**src/rtl/fbg_pkg.sv**
```systemverilog
package fbg_pkg;
  localparam int unsigned DIV_W   = 16;
  localparam int unsigned FRAC_W  = 4;
  localparam int unsigned DATA_W  = 8;
  localparam int unsigned ADDR_W  = 2;
  localparam int unsigned MODE_BIT = 0;
  localparam int unsigned FEN_BIT  = 4;

  typedef enum logic [ADDR_W-1:0] {
    ADDR_DIV_LO = 2'd0,
    ADDR_DIV_HI = 2'd1,
    ADDR_FRAC   = 2'd2,
    ADDR_CTRL   = 2'd3
  } reg_addr_e;
endpackage

```
**src/rtl/fbg_regs.sv**
```systemverilog
module fbg_regs
  import fbg_pkg::*;
#(
  parameter int unsigned DIV_WIDTH  = DIV_W,
  parameter int unsigned FRAC_WIDTH = FRAC_W
) (
  input  logic                  clk_i,
  input  logic                  rst_ni,
  input  logic                  wr_en_i,
  input  logic [ADDR_W-1:0]     wr_addr_i,
  input  logic [DATA_W-1:0]     wr_data_i,
  output logic [DIV_WIDTH-1:0]  div_o,
  output logic [FRAC_WIDTH-1:0] frac_o,
  output logic                  mode16_o,
  output logic                  restart_o
);
  localparam int unsigned HI_W = DIV_WIDTH - DATA_W;

  logic [DATA_W-1:0]     div_lo_q;
  logic [HI_W-1:0]       div_hi_q;
  logic [FRAC_WIDTH-1:0] frac_q;
  logic                  mode16_q;
  logic                  fen_q;
  logic                  restart_q;

  always_ff @(posedge clk_i or negedge rst_ni) begin
    if (!rst_ni) begin
      div_lo_q  <= '0;
      div_hi_q  <= '0;
      frac_q    <= '0;
      mode16_q  <= 1'b1;
      fen_q     <= 1'b0;
      restart_q <= 1'b0;
    end else begin
      restart_q <= wr_en_i;
      if (wr_en_i) begin
        case (wr_addr_i)
          ADDR_DIV_LO: div_lo_q <= wr_data_i;
          ADDR_DIV_HI: div_hi_q <= wr_data_i[HI_W-1:0];
          ADDR_FRAC:   if (fen_q) frac_q <= wr_data_i[FRAC_WIDTH-1:0];
          default: begin
            mode16_q <= wr_data_i[MODE_BIT];
            fen_q    <= wr_data_i[FEN_BIT];
          end
        endcase
      end
    end
  end

  assign div_o     = {div_hi_q, div_lo_q};
  assign frac_o    = frac_q;
  assign mode16_o  = mode16_q;
  assign restart_o = restart_q;


  locked_frac_chk: assert property (@(posedge clk_i) disable iff (!rst_ni)
    (wr_en_i && wr_addr_i == ADDR_FRAC && !fen_q) |=> $stable(frac_q));
endmodule

```
**src/rtl/fbg_divider.sv**
```systemverilog
module fbg_divider #(
  parameter int unsigned DIV_WIDTH  = 16,
  parameter int unsigned FRAC_WIDTH = 4
) (
  input  logic                  clk_i,
  input  logic                  rst_ni,
  input  logic [DIV_WIDTH-1:0]  div_i,
  input  logic [FRAC_WIDTH-1:0] frac_i,
  input  logic                  restart_i,
  output logic                  tick_o
);
  localparam int unsigned LIM_W = DIV_WIDTH + 1;

  logic [DIV_WIDTH-1:0]  cnt_q;
  logic [FRAC_WIDTH-1:0] acc_q;
  logic                  ext_q;
  logic                  tick_q;
  logic                  active;
  logic                  hit;
  logic [LIM_W-1:0]      lim;
  logic [FRAC_WIDTH:0]   acc_sum;

  assign active  = (div_i != '0) && !restart_i;
  // period is div, or div+1 after an accumulator carry
  assign lim     = {1'b0, div_i} - LIM_W'(1) + LIM_W'(ext_q);
  assign hit     = active && ({1'b0, cnt_q} == lim);
  assign acc_sum = {1'b0, acc_q} + {1'b0, frac_i};

  always_ff @(posedge clk_i or negedge rst_ni) begin
    if (!rst_ni) begin
      cnt_q  <= '0;
      acc_q  <= '0;
      ext_q  <= 1'b0;
      tick_q <= 1'b0;
    end else if (!active) begin
      cnt_q  <= '0;
      acc_q  <= '0;
      ext_q  <= 1'b0;
      tick_q <= 1'b0;
    end else if (hit) begin
      cnt_q  <= '0;
      acc_q  <= acc_sum[FRAC_WIDTH-1:0];
      ext_q  <= acc_sum[FRAC_WIDTH];
      tick_q <= 1'b1;
    end else begin
      cnt_q  <= cnt_q + DIV_WIDTH'(1);
      tick_q <= 1'b0;
    end
  end

  assign tick_o = tick_q;


  restart_clears_chk: assert property (@(posedge clk_i) disable iff (!rst_ni)
    restart_i |=> (cnt_q == '0 && acc_q == '0 && !tick_o));

  zero_div_idle_chk: assert property (@(posedge clk_i) disable iff (!rst_ni)
    (div_i == '0) |=> !tick_o);

  one_cycle_tick_chk: assert property (@(posedge clk_i) disable iff (!rst_ni)
    (tick_o && div_i >= DIV_WIDTH'(2) && !restart_i) |=> !tick_o);
endmodule

```
**src/rtl/fbg_ratio.sv**
```systemverilog
module fbg_ratio #(
  parameter int unsigned RATIO_LO = 8,
  parameter int unsigned RATIO_HI = 16
) (
  input  logic clk_i,
  input  logic rst_ni,
  input  logic mode16_i,
  input  logic clear_i,
  input  logic tick_i,
  output logic bit_tick_o
);
  localparam int unsigned CNT_W = $clog2(RATIO_HI);

  logic [CNT_W-1:0] scnt_q;
  logic [CNT_W-1:0] last;
  logic             wrap;

  assign last = mode16_i ? CNT_W'(RATIO_HI - 1) : CNT_W'(RATIO_LO - 1);
  assign wrap = scnt_q >= last;

  always_ff @(posedge clk_i or negedge rst_ni) begin
    if (!rst_ni)       scnt_q <= '0;
    else if (clear_i)  scnt_q <= '0;
    else if (tick_i)   scnt_q <= wrap ? '0 : scnt_q + CNT_W'(1);
  end

  assign bit_tick_o = tick_i && wrap;


  clear_phase_chk: assert property (@(posedge clk_i) disable iff (!rst_ni)
    clear_i |=> (scnt_q == '0));
endmodule

```
**src/rtl/frac_baud_gen.sv**
```systemverilog
module frac_baud_gen
  import fbg_pkg::*;
(
  input  logic              clk_i,
  input  logic              rst_ni,
  input  logic              wr_en_i,
  input  logic [ADDR_W-1:0] wr_addr_i,
  input  logic [DATA_W-1:0] wr_data_i,
  output logic              sample_tick_o,
  output logic              bit_tick_o
);
  logic [DIV_W-1:0]  div;
  logic [FRAC_W-1:0] frac;
  logic              mode16;
  logic              restart;

  fbg_regs #(.DIV_WIDTH(DIV_W), .FRAC_WIDTH(FRAC_W)) u_regs (
    .clk_i, .rst_ni, .wr_en_i, .wr_addr_i, .wr_data_i,
    .div_o(div), .frac_o(frac), .mode16_o(mode16), .restart_o(restart)
  );

  fbg_divider #(.DIV_WIDTH(DIV_W), .FRAC_WIDTH(FRAC_W)) u_div (
    .clk_i, .rst_ni, .div_i(div), .frac_i(frac), .restart_i(restart),
    .tick_o(sample_tick_o)
  );

  fbg_ratio #(.RATIO_LO(8), .RATIO_HI(16)) u_ratio (
    .clk_i, .rst_ni, .mode16_i(mode16),
    .clear_i(restart || div == '0),
    .tick_i(sample_tick_o), .bit_tick_o
  );


  bit_in_sample_chk: assert property (@(posedge clk_i) disable iff (!rst_ni)
    bit_tick_o |-> sample_tick_o);
endmodule

```
**config.mk**
```make
export PLATFORM = sky130hd
export DESIGN_NAME = frac_baud_gen
export DESIGN_NICKNAME = d
export VERILOG_FILES = /design/src/rtl/fbg_pkg.sv /design/src/rtl/fbg_regs.sv /design/src/rtl/fbg_divider.sv /design/src/rtl/fbg_ratio.sv /design/src/rtl/frac_baud_gen.sv
export SDC_FILE = /design/constraint.sdc
export NUM_CORES = 1
export LEC_CHECK = 0
export BUFFER_PORTS_ARGS = -buffer_cell sky130_fd_sc_hd__buf_2
export CAP_MARGIN = 20
export CORE_MARGIN = 4
export CORE_UTILIZATION = 50
export DETAILED_ROUTE_END_ITERATION = 16
export HOLD_SLACK_MARGIN = 0.1
export PLACE_DENSITY = 0.67
export REMOVE_ABC_BUFFERS = 1
export SYNTH_ARGS = -nofsm -noshare
export SYNTH_HDL_FRONTEND = slang
export SYNTH_SLANG_ARGS = --single-unit
```
**constraint.sdc**
```tcl
create_clock -name clk_i -period 3.27 [get_ports clk_i]
set_input_delay 0.327 -clock clk_i [delete_from_list [all_inputs] [get_ports clk_i]]
set_output_delay 0.327 -clock clk_i [all_outputs]
set_load 0.02 [all_outputs]
```
== Word-level counts from Yosys, hierarchy flattened ==
Index checks and enable logic that the tools add are counted.

* Muxes and demuxes: 12
* Magnitude comparators: 1
* Add/subtract/negate cells: 5
* Reduce and logical (&&, ||, !) cells: 14
* Bitwise operators: 1
* Equality and inequality tests: 4

{| class="wikitable"
|+ Operator list
! kind !! number
|-
| 16-bit 2-to-1 mux || 2
|-
| 4-bit 2-to-1 mux || 6
|-
| 17-bit by 1-bit adder with 17-bit output || 1
|-
| 16-bit by 17-bit equality test with 1-bit output || 1
|-
| 16-bit by 1-bit subtractor with 17-bit output (second input constant) || 1
|-
| 16-bit by 1-bit adder with 16-bit output (second input constant) || 1
|-
| 16-bit zero test || 1
|-
| 16-bit nonzero test || 1
|-
| 2-bit AND reduction || 3
|-
| 4-bit by 4-bit adder with 5-bit output || 1
|-
| 4-bit by 1-bit adder with 4-bit output (second input constant) || 1
|-
| 4-bit >= comparator || 1
|-
| 1-bit 2-to-1 mux || 4
|-
| 1-bit logical AND || 3
|-
| 3-bit AND reduction || 1
|-
| 3-bit OR reduction || 1
|-
| 2-bit by 1-bit equality test with 1-bit output (second input constant) || 1
|-
| 2-bit equality test (second input constant) || 1
|-
| 2-bit zero test || 1
|-
| 2-bit inequality test (second input constant) || 1
|-
| 2-bit nonzero test || 1
|-
| 1-bit zero test || 1
|-
| 1-bit logical OR || 1
|-
| 1-bit NOT || 1
|}

* Output and inout bits: 2
* Register bits after elaboration: 49
* Logic and storage cells: 48
* Bits of input ports: 13

== Logic depth before layout (Yosys ltp) ==
Gate-level depths: netlist of the first run.

* Word-level depth: 6
* Depth in mapped cells: 12
* Depth with buffers taken out: 10

== Hierarchy ==
From an unflattened synthesis of the first run, not the netlist that was laid out.

* Cells, all modules: 289
* Area, all modules: 3,017.9 µm²

{| class="wikitable"
|+ By module, submodules not included
! module !! times used !! cells an instance !! area an instance (µm²)
|-
| fbg_divider || 1 || 211 || 1,873.0
|-
| fbg_regs || 1 || 49 || 868.3
|-
| fbg_ratio || 1 || 24 || 241.5
|-
| frac_baud_gen || 1 || 5 || 35.0
|}

== Worst setup path before layout of the first run ==
OpenSTA, ideal clock, no wires.

* Kind: register to register
* Start: register u_regs.div_lo_q[0]
* End: register u_div.ext_q
* Data arrival time: 2.236 ns
* Stages on the path, launching flop included: 11
* Setup slack: 0.897 ns
* Buffers on the path: 0
* Setup time: 0.137 ns
* Cells stage by stage: dfrtp_1 -> inv_1 -> ha_1 -> ha_1 -> nor4b_4 -> and4b_1 -> o2111ai_1 -> a21oi_2 -> nand4_1 -> a2111oi_2 -> a211oi_2

* Word-level cells in the longest chain between the ends: 5
* Elaborated cells between the ends (all ways): 8
* Classes of those cells: add/sub (2); eq/ne (2); mux (1); reduce/logical (3)

{| class="wikitable"
|+ RTL lines
! item !! line !! RTL
|-
| start: declaration || fbg_regs.sv:19 || <nowiki>logic [DATA_W-1:0] div_lo_q;</nowiki>
|-
| start signal: assignment || fbg_regs.sv:38 || <nowiki>ADDR_DIV_LO: div_lo_q <= wr_data_i;</nowiki>
|-
| 16-bit by 1-bit subtractor with 17-bit output || fbg_divider.sv:25 || <nowiki>assign lim = {1'b0, div_i} - LIM_W'(1) + LIM_W'(ext_q);</nowiki>
|-
| 17-bit by 1-bit adder with 17-bit output || fbg_divider.sv:25 ||
|-
| 16-bit by 17-bit equality test with 1-bit output || fbg_divider.sv:26 || <nowiki>assign hit = active && ({1'b0, cnt_q} == lim);</nowiki>
|-
| 1-bit logical AND || fbg_divider.sv:26 ||
|-
| 2-bit inequality test (no source line) || - ||
|-
| end signal: assignment || fbg_divider.sv:43 || <nowiki>ext_q <= acc_sum[FRAC_WIDTH];</nowiki>
|-
| end: declaration || fbg_divider.sv:16 || <nowiki>logic ext_q;</nowiki>
|}

Parallel ways exist; a longest one is shown, timed or not.
A chain may end at the register's enable or synchronous reset.

== Final worst setup path of the first run ==
Same ends and word-level chain as after synthesis.

==> results of run 1 <==
## what timing repair did
item | CTS | global route
resized for setup | 0 | 0
endpoints found under the hold margin | 0 | 13
setup buffers | 0 | 0
hold buffers | 0 | 1
## metal layers
layer	global-route usage [%]	wire [µm]	vias up	part of all wire [%]
met5	0	0	-	0
met4	3.070	69	0	1.2
met3	3.356	275	9	4.8
met2	26.54	2593	48	45
met1	25.36	2797	1006	49
li1	-	-	1011	-
## flip-flops by register name (all words and copies together) (netlist names)
| signal | cells |
|---|---|
| u_div.acc_q | 4 |
| u_regs.restart_o | 1 |
| u_div.tick_o | 1 |
| u_ratio.scnt_q | 4 |
| u_regs.mode16_o | 1 |
| u_regs.frac_o | 4 |
| u_regs.div_lo_q | 8 |
| u_div.cnt_q | 16 |
| u_regs.fen_q | 1 |
| u_regs.div_hi_q | 8 |
| u_div.ext_q | 1 |
## Yosys cell counts, types with 2 or more instances
cell type / number
nor3_1: 9
xor2_1: 21
nor3b_1: 3
nor2_1: 20
a31oi_1: 3
nand2b_1: 2
clkbuf_1: 6
nand3_1: 13
and3_1: 4
dfrtp_1: 48
inv_1: 9
ha_1: 9
nand2_1: 12
a21oi_1: 9
a211oi_2: 2
o2111ai_1: 2
nand3b_1: 2
nor2b_1: 3
o21ai_0: 10
xnor2_1: 14
nor2_2: 11
mux2_2: 21
a211oi_1: 2
nand4_1: 9
buf_4: 2
a21o_1: 2
## power by group
| part | switching (µW) | leakage (µW) | internal, µW |
|---|---|---|---|
| Clock | 194 | 0.0000585 | 249 |
| Combinational | 156 | 0.000631 | 150 |
| Sequential | 91.6 | 0.000633 | 670 |
| Total | 442 | 0.00132 | 1070 |
## logic make-up (layout without fill, tap and decap cells)
group                      after synthesis  after routing  synth area share (%)
AOI/OAI and AO/OA                       40             40                 9.761
xor gates and xnor gates                35             35                 10.63
adders and majority gates               10             10                 4.599
buffers and inverters                   20             34                 3.557
DFF                                     49             49                 42.56
muxes                                   21             21                 8.200
and+or+nand+nor                        103            103                 20.69
## worst reg2reg max path, cell delays in order (launching register included)
cell       delay (ns)
dfrtp_1          0.37
inv_1            0.10
ha_1             0.20
ha_1             0.24
nor4b_4          0.43
and4b_1          0.30
o2111ai_1        0.13
a21oi_2          0.15
nand4_1          0.24
a2111oi_2        0.47
a211oi_2         0.08
## area by class of cell
type | count | share of cell area (%)
multi-input cells | 209 | 49.66
clock buffers | 7 | 2.759
well taps | 72 | 2.879
flip-flops and latches | 49 | 39.22
inverters | 9 | 1.080
repair buffers | 17 | 3.439
clock inverters | 1 | 0.9596
## through the flow
stage | util (%) | worst slack, ns | instance area, µm²
2_1_floorplan | - | 0.8975 | 2815
3_3_place_gp | 53.84 | 0.5725 | 2983
3_5_place_dp | 53.84 | 0.5203 | 2983
4_1_cts | 55.94 | 0.4616 | 3099
5_1_grt | 56.48 | 0.2673 | 3129
6_report | 56.48 | 0.4526 | 3129
## worst max-delay path by stage
stage	startpoint	end	slack [ns]	cells after the start
6_report	u_regs.div_lo_q[0]$_DFFE_PN0P_	u_div.ext_q$_DFFE_PN0P_	0.45	10
5_1_grt	u_regs.div_lo_q[0]$_DFFE_PN0P_	u_div.ext_q$_DFFE_PN0P_	0.27	10
2_1_floorplan	u_regs.div_lo_q[0]$_DFFE_PN0P_	u_div.ext_q$_DFFE_PN0P_	0.90	10
3_5_place_dp	u_regs.div_lo_q[0]$_DFFE_PN0P_	u_div.ext_q$_DFFE_PN0P_	0.52	10
3_3_place_gp	u_regs.div_lo_q[0]$_DFFE_PN0P_	u_div.ext_q$_DFFE_PN0P_	0.57	10
4_1_cts	u_regs.div_lo_q[0]$_DFFE_PN0P_	u_div.ext_q$_DFFE_PN0P_	0.46	10
==> flow_metrics.env, run 1 <==
export IMPL_run_status="finished clean"
export IMPL_pwr_density_cell_nw_per_um2=482.6
export IMPL_synthCells=278
export IMPL_vias=2074
export IMPL_end_kind="register"
export IMPL_synth_area_um2=2884
export IMPL_hold_viol_final=0
export IMPL_synth_top_cells_by_area="dfrtp_1 (42%), mux2_2 (8.2%), xor2_1 (6.4%)"
export IMPL_numCtsBuffers=5
export IMPL_crit_family="simple AND/OR/NAND/NOR gates"
export IMPL_drv_cap=0
export IMPL_finalClockSkew_ns=0.004541
export IMPL_slew_headroom_pct=69.44
export IMPL_dp_cells=354
export IMPL_total_power_uw=1510
export IMPL_area_delta_synth_final_pct=8.503
export IMPL_rsz0062_at_grt="false"
export IMPL_setup_violations=0
export IMPL_reg2reg_from="u_regs.div_lo_q[0]$_DFFE_PN0P_"
export IMPL_die_w_um=83.95
export IMPL_async_flop_share_pct=100.0
export IMPL_ioPinCount=15
export IMPL_place_gp_congestion=0.8946
export IMPL_layout_commonest_cell="dfrtp_1"
export IMPL_hold_class="input port to register"
export IMPL_yosys_area_top_type="dfrtp_1"
export IMPL_crit_chain="inv_1, ha_1, ha_1, nor4b_4, and4b_1, o2111ai_1, a21oi_2, nand4_1, a2111oi_2, a211oi_2"
export IMPL_cts_clk_slew_worst_paths_ns=0.09
export IMPL_fin_setup_tns_ns=0
export IMPL_cp_start_kind="register"
export IMPL_dieArea_um2=7047
export IMPL_grt_pass1_vias=1968
export IMPL_ant_nets=0
export IMPL_clock_path_buffers=2
export IMPL_cp_common_cell="ha_1"
export IMPL_fin_crit_sh_pct=86.16
export IMPL_path_max_fanout=8
export IMPL_cts_tree="yes"
export IMPL_nets=314
export IMPL_min_from="wr_en_i"
export IMPL_track_usage_pct=17.19
export IMPL_slew_violations=0
export IMPL_vias_per_cell=5.698
export IMPL_holdWs_ns=0.1931
export IMPL_initial_core_util_pct=52.06
export IMPL_multiInputGateArea_um2=1554
export IMPL_ir_worst_vdd_mv=0.3774
export IMPL_min_to="u_regs.restart_o$_DFF_PN0_"
export IMPL_routedWlPerCell_um=15.76
export IMPL_synth_warnings=0
export IMPL_die_h_um=83.95
export IMPL_period_minus_slack_ns=2.817
export IMPL_synth_flop_cell="dfrtp_1"
export IMPL_worstPathRequired_ns=3.45
export IMPL_cpMaxStageDelayCell="a2111oi_2"
export IMPL_drtIter0Drc=166
export IMPL_cts_sinks=49
export IMPL_drc=0
export IMPL_h_tree_depth=2
export IMPL_regArea_um2=1227
export IMPL_worst_pin_slew_ns=0.4565
export IMPL_ff2ff_path_depth=10
export IMPL_crit_buf_inv=1
export IMPL_synth_edff_count=0
export IMPL_dpl_hpwl_mm=4.131
export IMPL_avgSynthCellArea_um2=10.37
export IMPL_mostFrequentLayoutCells="dfrtp_1 (48), xor2_1 (21), mux2_2 (21)"
export IMPL_layout_drive_gt1_share_pct=23.29
export IMPL_instances_no_fill=364
export IMPL_cp_data_arrival_time_ns=2.99
export IMPL_rows=27
export IMPL_grt_pass1_wl_mm=9.894
export IMPL_ys_seq_area_share_pct=42.56
export IMPL_ys_ff_latch=49
export IMPL_fp_coreArea_um2=5540
export IMPL_critPathMaxStageDelay_ns=0.47
export IMPL_path_class="register to register"
export IMPL_firstDrtPassIters=4
export IMPL_max_freq_ghz=0.3549
export IMPL_grt_max_degree=50
export IMPL_synth_top_area_share_pct=41.65
export IMPL_r2r_end="u_div.ext_q$_DFFE_PN0P_"
export IMPL_drt_total_wl_mm=5.735
export IMPL_port_buffers=14
export IMPL_n_antenna_cell=0
export IMPL_grt_overflow_total=0
export IMPL_clock_insertion_delay_worst_skew_ns=0.30
export IMPL_p_leak_uw=0.001322
export IMPL_rrSetupSlack_ns=0.45
export IMPL_final_fill_count=517
export IMPL_hold_depth=1
export IMPL_antenna_found_initial=0
export IMPL_synth_distinct_cells=56
export IMPL_root_buffer="clkbuf_8"
Power figures use the tool's default switching activity.
==> run 2, diff against run 1 <==
==> constraint.sdc (replaced) <==
create_clock -name clk_i -period 3.6 [get_ports clk_i]
set_input_delay 0.36 -clock clk_i [delete_from_list [all_inputs] [get_ports clk_i]]
set_output_delay 0.36 -clock clk_i [all_outputs]
set_load 0.02 [all_outputs]
==> run 2 against run 1 <==
Net effect: via count grew 0.53%; register-to-register slack gained 0.31 ns; utilization is the same; fmax shrank 0.87%; sequential power shrank 9.1%; routed wire length grew 1.4%; sequential share of layout area is the same; highest routed layer unchanged; global-route usage grew 0.21 points.
==> flow_metrics.env, run 2 (synthesized netlist as in run 1, its figures left out) <==
export IMPL_period_minus_slack_ns=2.842
export IMPL_ant_nets=0
export IMPL_clock_insertion_delay_worst_skew_ns=0.30
export IMPL_cp_data_arrival_time_ns=3.02
export IMPL_end_kind="register"
export IMPL_place_gp_congestion=0.8946
export IMPL_routedWlPerCell_um=15.98
export IMPL_ir_worst_vdd_mv=0.3459
export IMPL_h_tree_depth=2
export IMPL_area_delta_synth_final_pct=8.503
export IMPL_reg2reg_from="u_regs.div_lo_q[0]$_DFFE_PN0P_"
export IMPL_grt_overflow_total=0
export IMPL_met3_length_um=316
export IMPL_grt_pass1_wl_mm=9.984
export IMPL_fin_ws_ns=0.7578
export IMPL_met2_length_mm=2.547
export IMPL_cts_clk_slew_worst_paths_ns=0.09
export IMPL_startpoint="u_regs.div_lo_q[0]$_DFFE_PN0P_"
export IMPL_ioPinCount=15
export IMPL_worstPathRequired_ns=3.78
export IMPL_worst_pin_slew_ns=0.4951
export IMPL_top_register="u_div.cnt_q"
export IMPL_drtIter0Drc=116
export IMPL_track_usage_pct=17.40
export IMPL_critPathMaxStageDelay_ns=0.46
export IMPL_layout_drive_gt1_share_pct=23.29
export IMPL_cpMaxStageDelayCell="nor4b_4"
export IMPL_path_max_fanout=8
export IMPL_routed_top_layer="met4"
export IMPL_setup_violations=0
export IMPL_antenna_found_initial=0
export IMPL_hold_class="input port to register"
export IMPL_cts_resized=0
export IMPL_nets=314
export IMPL_pre_cts_slack_ns=0.8809
export IMPL_cp_start_kind="register"
export IMPL_drc=0
export IMPL_finalClockSkew_ns=0.004269
export IMPL_cts_sinks=49
export IMPL_min_from="wr_en_i"
export IMPL_fin_setup_tns_ns=0
export IMPL_root_buffer="clkbuf_8"
export IMPL_hold_viol_final=0
export IMPL_layout_commonest_cell="dfrtp_1"
export IMPL_grt_max_degree=50
export IMPL_slew_violations=0
export IMPL_numCtsBuffers=5
export IMPL_vias_per_cell=5.728
export IMPL_clock_path_buffers=2
export IMPL_dpl_hpwl_mm=4.159
export IMPL_path_class="register to register"
export IMPL_die_w_um=83.95
export IMPL_drt_total_wl_mm=5.817
export IMPL_largest_register_ffs=16
export IMPL_mostFrequentLayoutCells="dfrtp_1 (48), xor2_1 (21), mux2_2 (21)"
export IMPL_top_regs="u_div.cnt_q: 16 flops, u_regs.div_hi_q: 8 flops, u_regs.div_lo_q: 8 flops"
export IMPL_fin_crit_sh_pct=78.95
export IMPL_crit_chain="inv_1, ha_1, ha_1, nor4b_4, and4b_1, o2111ai_1, a21oi_2, nand4_1, a2111oi_2, a211oi_2"
export IMPL_wl_met1_mm=2.854
export IMPL_vias=2085
export IMPL_rsz0062_at_grt="false"
export IMPL_pwr_density_cell_nw_per_um2=439.3
export IMPL_die_h_um=83.95
export IMPL_firstDrtPassIters=4
export IMPL_slew_headroom_pct=66.85
export IMPL_dieArea_um2=7047
export IMPL_run_status="finished clean"
export IMPL_p_leak_uw=0.001322
export IMPL_rows=27
export IMPL_port_buffers=14
export IMPL_cts_tree="yes"
export IMPL_initial_core_util_pct=52.06
export IMPL_n_antenna_cell=0
export IMPL_max_freq_ghz=0.3518
export IMPL_drv_cap=0
export IMPL_fp_coreArea_um2=5540
export IMPL_grt_pass1_vias=2023
export IMPL_cp_common_cell="ha_1"
## run 2: report_power, final
| group | switching [µW] | total [µW] | internal [µW] | leakage, µW |
|---|---|---|---|---|
| Combinational | 140 | 275 | 135 | 0.000631 |
| Clock | 181 | 408 | 227 | 0.0000585 |
| Sequential | 83.6 | 692 | 608 | 0.000633 |
## run 2: per-stage QoR
step / cell area, µm² / power [µW] / hold slack (ns) / cells / utilization, %
2_1_floorplan: 2815 / 887.3 / 0.06441 / 267 / -
3_3_place_gp: 2983 / 964.8 / 0.4931 / 354 / 53.84
3_5_place_dp: 2983 / 971.8 / 0.5001 / 354 / 53.84
4_1_cts: 3099 / 1378 / 0.2204 / 362 / 55.94
5_1_grt: 3129 / 1449 / 0.2171 / 364 / 56.48
6_report: 3129 / 1375 / 0.2244 / 364 / 56.48
## run 2: critical path: cells and delay by family, from the launching register on
family          cells  cell delay, ns
buf+inv             1            0.09
compound gates      4            0.82
simple gates        3            1.02
fa+ha+maj           2            0.43
flops               1            0.37
## run 2: cell type report
| class | count | area (µm²) |
|---|---|---|
| flip-flops and latches | 49 | 1227 |
| clock inverters | 1 | 30.03 |
| fillers | 506 | 2411 |
| well taps | 72 | 90.09 |
| repair buffers | 17 | 107.6 |
| inverters | 9 | 33.78 |
| clock buffers | 7 | 86.33 |
| multi-input cells | 209 | 1554 |
## run 2: metal layers
metal / track usage (%) / vias up
met5: 0 / -
met2: 25.60 / 54
met3: 4.047 / 11
li1: - / 1010
met1: 25.31 / 1010
met4: 5.556 / 0
## run 2: what timing repair did
| item | in CTS | in global routing |
|---|---|---|
| hold buffers | 0 | 1 |
| setup buffers | 0 | 0 |
| hold endpoints to repair | 0 | 16 |
## run 2: final timing paths
path | to | slack [ns] | depth (start not counted)
worst max register to register | u_div.ext_q$_DFFE_PN0P_ | 0.76 | 10
worst max-delay path | u_div.ext_q$_DFFE_PN0P_ | 0.76 | 10
max in group asynchronous | u_regs.mode16_o$_DFFE_PN1P_ | 2.50 | 3
min in group asynchronous | u_div.cnt_q[0]$_DFF_PN0_ | 0.52 | 2
worst min-delay path | u_regs.restart_o$_DFF_PN0_ | 0.22 | 1
worst min register to register | u_regs.frac_o[2]$_DFFE_PN0P_ | 0.53 | 1
